==> config.mk <==
export PLATFORM = sky130hd
export DESIGN_NAME = blkbrk_ctrl
export DESIGN_NICKNAME = d
export VERILOG_FILES = /design/src/rtl/blkbrk_pkg.sv /design/src/rtl/blkbrk_seq.sv /design/src/rtl/blkbrk_irq.sv /design/src/rtl/blkbrk_ctrl.sv
export SDC_FILE = /design/constraint.sdc
export NUM_CORES = 1
export LEC_CHECK = 0
export CAP_MARGIN = 30
export CORE_ASPECT_RATIO = 1.4
export CORE_MARGIN = 8
export CORE_UTILIZATION = 35
export DETAILED_ROUTE_END_ITERATION = 8
export SLEW_MARGIN = 20
export SYNTH_ARGS = -nofsm -noshare
export SYNTH_HDL_FRONTEND = slang
export SYNTH_SLANG_ARGS = --single-unit
==> constraint.sdc <==
create_clock -name clk -period 1.9 [get_ports clk]
set_input_delay 0.19 -clock clk [delete_from_list [all_inputs] [get_ports clk]]
set_output_delay 0.19 -clock clk [all_outputs]
set_load 0.1 [all_outputs]
==> src/rtl/blkbrk_pkg.sv <==
package blkbrk_pkg;

    typedef enum logic [2:0] {
        ST_IDLE  = 3'd0,
        ST_XFER  = 3'd1,
        ST_BRK   = 3'd2,
        ST_CONT  = 3'd3,
        ST_STOP  = 3'd4
    } seq_state_e;

    typedef struct packed {
        logic xclk_en;
        logic stop_req;
        logic brk_stat;
    } seq_out_t;

    localparam int DEF_CNT_W   = 4;
    localparam int DEF_MIN_CLR = 5;

    function automatic seq_out_t decode_state(seq_state_e st);
        seq_out_t o;
        o = '0;
        case (st)
            ST_XFER: o.xclk_en = 1'b1;
            ST_CONT: o.xclk_en = 1'b1;
            ST_BRK:  o.brk_stat = 1'b1;
            ST_STOP: begin
                o.xclk_en  = 1'b1;
                o.stop_req = 1'b1;
            end
            default: o = '0;
        endcase
        return o;
    endfunction

endpackage

==> src/rtl/blkbrk_seq.sv <==
module blkbrk_seq
    import blkbrk_pkg::*;
#(
    parameter int CNT_W = DEF_CNT_W
) (
    input  logic             clk,
    input  logic             rst,
    input  logic             start,
    input  logic [CNT_W-1:0] blk_total,
    input  logic             blk_done,
    input  logic             cont_bit,
    input  logic             den_bit,
    input  logic             abort_bit,
    output seq_out_t         outs
);
    localparam int WIDE_W = CNT_W + 1;

    seq_state_e       state_q, state_d;
    logic [CNT_W-1:0] done_q, done_d;
    logic [WIDE_W-1:0] done_next_w;
    logic             last_blk;
    logic             go_on;

    assign done_next_w = {1'b0, done_q} + WIDE_W'(1);
    assign last_blk    = done_next_w >= {1'b0, blk_total};
    assign go_on       = cont_bit & den_bit;

    always_comb begin
        state_d = state_q;
        done_d  = done_q;
        case (state_q)
            ST_IDLE: begin
                done_d = '0;
                if (start) state_d = ST_XFER;
            end
            ST_XFER: begin
                if (blk_done) begin
                    done_d  = done_next_w[CNT_W-1:0];
                    state_d = last_blk ? ST_STOP : ST_BRK;
                end
            end
            ST_BRK: begin
                if (abort_bit)  state_d = ST_STOP;
                else if (go_on) state_d = ST_CONT;
            end
            ST_CONT: state_d = ST_XFER;
            ST_STOP: state_d = ST_IDLE;
            default: state_d = ST_IDLE;
        endcase
    end

    always_ff @(posedge clk) begin
        if (rst) begin
            state_q <= ST_IDLE;
            done_q  <= '0;
        end else begin
            state_q <= state_d;
            done_q  <= done_d;
        end
    end

    assign outs = decode_state(state_q);

    // clock stays off while paused
    p_break_clk_off_r3: assert property (@(posedge clk) disable iff (rst)
        outs.brk_stat |-> !outs.xclk_en);
    // a partial decision keeps the pause
    p_partial_wait_r4: assert property (@(posedge clk) disable iff (rst)
        (state_q == ST_BRK && !abort_bit && !(cont_bit && den_bit)) |=> outs.brk_stat);
    // abort wins over continue
    p_abort_prio_r6: assert property (@(posedge clk) disable iff (rst)
        (state_q == ST_BRK && abort_bit) |=> outs.stop_req);
    // stop request lasts a single cycle
    p_stop_pulse_r6: assert property (@(posedge clk) disable iff (rst)
        outs.stop_req |=> !outs.stop_req && !outs.xclk_en);
    // full decision resumes the clock
    p_resume_r5: assert property (@(posedge clk) disable iff (rst)
        (state_q == ST_BRK && !abort_bit && cont_bit && den_bit) |=> outs.xclk_en && !outs.brk_stat);
endmodule

==> src/rtl/blkbrk_irq.sv <==
module blkbrk_irq
    import blkbrk_pkg::*;
#(
    parameter int MIN_CLR = DEF_MIN_CLR
) (
    input  logic clk,
    input  logic rst,
    input  logic fifo_full,
    input  logic fifo_rd,
    output logic irq
);
    localparam int AGE_W = $clog2(MIN_CLR + 1);
    localparam logic [AGE_W-1:0] AGE_OK = AGE_W'(MIN_CLR - 1);

    logic             full_q;
    logic [AGE_W-1:0] age_q;
    logic             irq_q;
    logic             clr_ok;
    logic             rise;

    assign clr_ok = age_q >= AGE_OK;
    assign rise   = fifo_full & ~full_q;

    always_ff @(posedge clk) begin
        if (rst) begin
            full_q <= 1'b0;
            irq_q  <= 1'b0;
            age_q  <= '0;
        end else begin
            full_q <= fifo_full;
            if (!irq_q) begin
                if (rise) begin
                    irq_q <= 1'b1;
                    age_q <= '0;
                end
            end else if (fifo_rd && clr_ok) begin
                irq_q <= 1'b0;
            end else if (!clr_ok) begin
                age_q <= age_q + AGE_W'(1);
            end
        end
    end

    assign irq = irq_q;

    // early clear attempts are dropped
    p_early_hold_r9: assert property (@(posedge clk) disable iff (rst)
        (irq_q && !clr_ok) |=> irq_q);
    // a late read clears the interrupt
    p_late_clear_r10: assert property (@(posedge clk) disable iff (rst)
        (irq_q && fifo_rd && clr_ok) |=> !irq_q);
    // rising full edge raises the interrupt
    p_raise_r8: assert property (@(posedge clk) disable iff (rst)
        (!irq_q && rise) |=> irq_q);
endmodule

==> src/rtl/blkbrk_ctrl.sv <==
module blkbrk_ctrl
    import blkbrk_pkg::*;
#(
    parameter int CNT_W   = DEF_CNT_W,
    parameter int MIN_CLR = DEF_MIN_CLR
) (
    input  logic             clk,
    input  logic             rst,
    input  logic             start,
    input  logic [CNT_W-1:0] blk_total,
    input  logic             blk_done,
    input  logic             cont_bit,
    input  logic             den_bit,
    input  logic             abort_bit,
    input  logic             fifo_full,
    input  logic             fifo_rd,
    output logic             xclk_en,
    output logic             stop_req,
    output logic             brk_stat,
    output logic             fifo_irq
);
    seq_out_t seq_o;

    blkbrk_seq #(.CNT_W(CNT_W)) u_seq (
        .clk       (clk),
        .rst       (rst),
        .start     (start),
        .blk_total (blk_total),
        .blk_done  (blk_done),
        .cont_bit  (cont_bit),
        .den_bit   (den_bit),
        .abort_bit (abort_bit),
        .outs      (seq_o)
    );

    blkbrk_irq #(.MIN_CLR(MIN_CLR)) u_irq (
        .clk       (clk),
        .rst       (rst),
        .fifo_full (fifo_full),
        .fifo_rd   (fifo_rd),
        .irq       (fifo_irq)
    );

    assign xclk_en  = seq_o.xclk_en;
    assign stop_req = seq_o.stop_req;
    assign brk_stat = seq_o.brk_stat;
endmodule

# == After elaboration in Yosys (flattened, before gate mapping) ==
# Index checks and enable logic that the tools add are counted.
# op_classes
n_addsub,2
n_mul,0
div_mod_pow,0
magnitude_cmp,2
eq_ne,9
shifts,0
muxes,18
n_bitwise,3
reduce_logical,8
# ops
cell,n
two-way mux 3 bit,9
one-hot mux 3 bit (4 select lines),1
"inequality test 2 bit, second input constant",4
one-hot mux 4 bit (2 select lines),1
"== test 3 x 2 -> 1 bit, second input constant",2
two-way mux 1 bit,6
AND reduction 3 bit,2
"adder 4 x 1 -> 5 bit, second input constant",1
>= comparator 5 x 4 -> 1 bit,1
two-way mux 4 bit,1
nonzero test 2 bit,2
"adder 3 x 1 -> 3 bit, second input constant",1
"== test 3 x 1 -> 1 bit, second input constant",1
"== test 3 bit, second input constant",1
">= comparator 3 bit, second input constant",1
zero test 3 bit,1
"inequality test 3 x 2 -> 1 bit, second input constant",1
OR reduction 3 bit,1
bitwise AND 1 bit,2
AND reduction 2 bit,1
logical AND 1 bit,1
NOT 1 bit,1
# totals
register_bits,12
latchBits,0
mem_bits_rw,0
romBits,0
inputBits,13
out_inout_bits,4
wordCells,47
memories,0

# == Longest topological paths before layout ==
# logic_depth
ltp_word,5
depth_mapped,7
mapped_depth_nobuf,7

# == By module ==
# Synthesis repeated with hierarchy kept, for this count alone.
# hier_totals
cells_unflattened,79
hier_area_um2,748.2
# modules_own_cells
mod,instances,cells_per_inst,area_per_inst_um2,seq_area_each_um2
blkbrk_seq,1,57,535.5,140.1
blkbrk_irq,1,22,212.7,100.1

# == Least setup slack after synthesis ==
# Ideal clock, no wire load.
# synth_path
path_kind,reg2out
startpoint,register u_seq.state_q[2]
endpoint,output port xclk_en
arrival_time_ns,3.554
required_ns,1.710
path_slack_ns,-1.844
path_stages_with_launch,3
n_path_buf,0
cell_sequence,dfxtp_1 nor3b_1 or2b_1
# synth_between
elab_chain_len,3
word_cells_on_any_way,5
classes_between,3 x eq/ne; 1 x mux; 1 x reduce/logical
# synth_rtl
element,line_no,source
start: declaration,blkbrk_seq.sv:18,"seq_state_e state_q, state_d;"
start signal: assignment,blkbrk_seq.sv:57,state_q <= state_d;
== test 3 x 1 -> 1 bit (tied with other cells),blkbrk_pkg.sv:23,case (st)
OR reduction 3 bit (no line) (*),-,
two-way mux 1 bit (*),blkbrk_pkg.sv:23,
end: declaration,blkbrk_ctrl.sv:17,"output logic xclk_en,"
# Mark *: on every way between the ends. The rest lies on a longest branch, timed or not.

# == Worst setup path after layout ==
# Same ends and word-level chain as after synthesis.

==> flow_summary.yaml <==
global_routing:
  overflow: 0
  antenna_found_initial: 0
  grt_pass1_vias: 640
  grt_util_all_layers_pct: 9.44
  grt_start_max_net_pins: 12
  grt_pass1_wl_um: 2840
place:
  dp_slack_ps: 191
  place.detailed.hpwl_um: 1290
  routabilityCongestion: 0.734
  port_buffers: 16
  placed_cell_area_um2: 971
worst_setup_path:
  ff2ff_setup_slack_ps: 180
  r2r-end: "u_seq.state_q[2]"
  endpoint_kind: "output pin"
  cp-start-kind: "flop"
  reg2reg_depth: 6
  crit_fanout: 7
  critical_path_arrival_ps: 1570
  regToRegStartpoint: "u_seq.done_q[0]"
  worstPathRequired_ps: 1710
  path_class: "flop to output pin"
synthesis:
  avgSynthCellArea_um2: 9.26
  synthAdderAreaFrac_pct: 10.1
  synth_compound_area_share_pct: 19.1
  seq_area_frac_synth_pct: 32.4
  synth_top_family_by_area: "simple AND/OR/NAND/NOR gates"
  synthXorXnorAreaFrac_pct: 2.36
  syn_inst: 80
  syn_nets: 99
  netlist-cell-type-count: 36
  synthMuxAreaShare_pct: 2.87
  yosysWarnings: 0
  yosys-top-cells-area: "dfxtp_1 (32%), ha_1 (10%), o21ai_0 (4.1%)"
  synth_area_um2: 741
  synth_simple_gate_area_share_pct: 29.1
  netlist.area_leader.share_pct: 32.4
  synth-seq-cells: 12
  yosysTopAreaCell: "dfxtp_1"
clock_network:
  clock_path_buffers: 2
  cts_tree: "done"
  post_cts_buffers: 0
  cts_sinks: 12
  cts_buffers: 3
  ctsHoldBuffers: 0
  cts_root_buffer: "clkbuf_4"
  cts.clk_slew.worst_paths_ps: 80
  clock_latency_ps: 270
  cts_htree_levels: 1
  cts-resized-gates: 0
floorplan:
  num_rows: 19
  io_pins: 17
  die_h_um: 70.4
  chipWidth_um: 54.9
  core_mm2: 0.00197
  initial_core_util_pct: 37.5
  die-area_mm2: 0.00387
job:
  maxCapViolCount: 0
sta:
  slew_headroom_pct: 66.4
  setup_viol_count_final: 0
  period_minus_slack_ps: 1760
  fin_crit_sh_pct: 92.6
  drv_slew: 0
  fmax_ghz: 0.568
  setup_ws_ps: 140
  hold_violations: 0
  finClkSkew_ps: 3.84
  tightest_slew_ps: 504
  grt_setup_unrepaired: "false"
power:
  switching_share_pct: 34.2
  vdd.ir_drop.worst_mv: 0.391
  power.internal_mw: 0.509
  power.leakage_nw: 0.395
  p_switching_mw: 0.265
  powerDensity_mw_per_mm2: 768
  p_clk_share_pct: 26.8
  seq_power_share_pct: 39.2
  p_comb_share_pct: 34.0
run_status:
  status: "finished clean"
routing:
  vias_per_cell: 5.26
  drt_iter0_drc: 7
  drt_wl_total_um: 1540
  postRouteAntennaNets: 0
  dr.pass1.iters: 4
  num_vias: 631
  wl_per_cell_um: 12.8
  drc: 0
layout:
  antenna_cells: 0
  nets: 119
  final_area_mm2: 0.00101
  seq_area_um2: 240
  multi_input_area_um2: 494
  drive_above_1_share_pct: 21.2
  area_growth_syn_to_layout_pct: 36.0
  fin_util_pct: 51.0
  fill_cells: 194
worst_hold_path:
  min-delay-start: "fifo_rd"
  hold_path.class: "input pin to flop"
  min_to: "u_irq.irq"
  hold_depth: 2
## metal layers
layer	part of all wire [%]	vias up	global-route usage, %
met1	40	292	10.6
met4	2.2	0	6.59
li1	-	328	-
met3	3.5	2	1.69
met2	55	9	14.9
met5	0	-	0
## flip-flops by register name (all words and copies together) (netlist names)
register,cells
u_irq.age_q,3
u_irq.full_q,1
u_seq.state_q,3
u_irq.irq,1
u_seq.done_q,4
## critical path, stage by stage (launching register included)
cell      delay, ps
dfxtp_1         530
nand2b_4        250
or2b_2          330
buf_12          170
## power groups by stage
stage	sequential (mW)	clock [mW]	combinational, mW
finish	0.303	0.207	0.263
global route	0.308	0.227	0.286
CTS	0.303	0.214	0.267
detailed placement	0.309	0	0.267
global placement	0.310	0	0.266
floorplan	0.309	0	0.182
## layout by cell type, fill, tap and decap left out, drive strengths merged, types with 2 or more instances in the layout
master,Yosys,routed
dfxtp,12,12
a22oi,3,3
or3b,2,2
ha,6,6
o21ai,7,7
nand2b,4,4
nand2,2,2
clkbuf,1,4
buf,1,5
clkdlybuf4s50,0,12
nor3b,4,4
a21oi,6,6
nor2,8,8
nor2b,4,4
inv,4,4
## cell usage after synthesis, drive strengths merged
cell type and count:
a32oi 1, xnor2 1, o32ai 1, clkbuf 1, nor3b 4, nor3 1, or3b 2, nand3 1
or3 1, mux2i 1, a21oi 6, a31o 1, a21o 1, a211oi 1, nand2 2, nor2b 4
mux2 1, or2b 1, o21ai 7, a22oi 3, a311oi 1, dfxtp 12, nand2b 4, nor2 8
ha 6, buf 1, inv 4, nand3b 1, xor2 1, nor4 1
## per-stage QoR
step / TNS (ps) / total power [mW] / hold WS, ps / std cells
6_report: 0 / 0.773 / 493 / 120
5_1_grt: 0 / 0.821 / 482 / 120
4_1_cts: 0 / 0.785 / 484 / 120
3_5_place_dp: 0 / 0.576 / 519 / 116
3_3_place_gp: 0 / 0.575 / 473 / 116
2_1_floorplan: -242 / 0.491 / 308 / 80
## worst max-delay path by stage
stage | startpoint | end | slack, ps | cells past startpoint
2_1_floorplan | u_seq.state_q[2] | xclk_en | -240 | 2
3_3_place_gp | u_seq.done_q[0] | u_seq.state_q[2] | 190 | 6
3_5_place_dp | u_seq.done_q[0] | u_seq.state_q[2] | 190 | 6
4_1_cts | u_seq.state_q[2] | xclk_en | 120 | 3
5_1_grt | u_seq.done_q[0] | u_seq.state_q[2] | 7 | 6
6_report | u_seq.state_q[2] | xclk_en | 140 | 3
## logic make-up after synthesis
logic type | Yosys count
flops | 12
fa+ha+maj | 6
xor+xnor | 2
buf+inv | 6
simple gates | 30
mux | 2
compound gates | 22
## cell type report
class,count,share of cell area (%)
Clock buffer,4,3.60
Timing Repair Buffer,17,19.4
Sequential cell,12,23.9
Tap cell,21,2.61
Inverter,4,1.49
Multi-Input combinational cell,62,49.1
No activity file was read; power rests on OpenSTA's default activity.
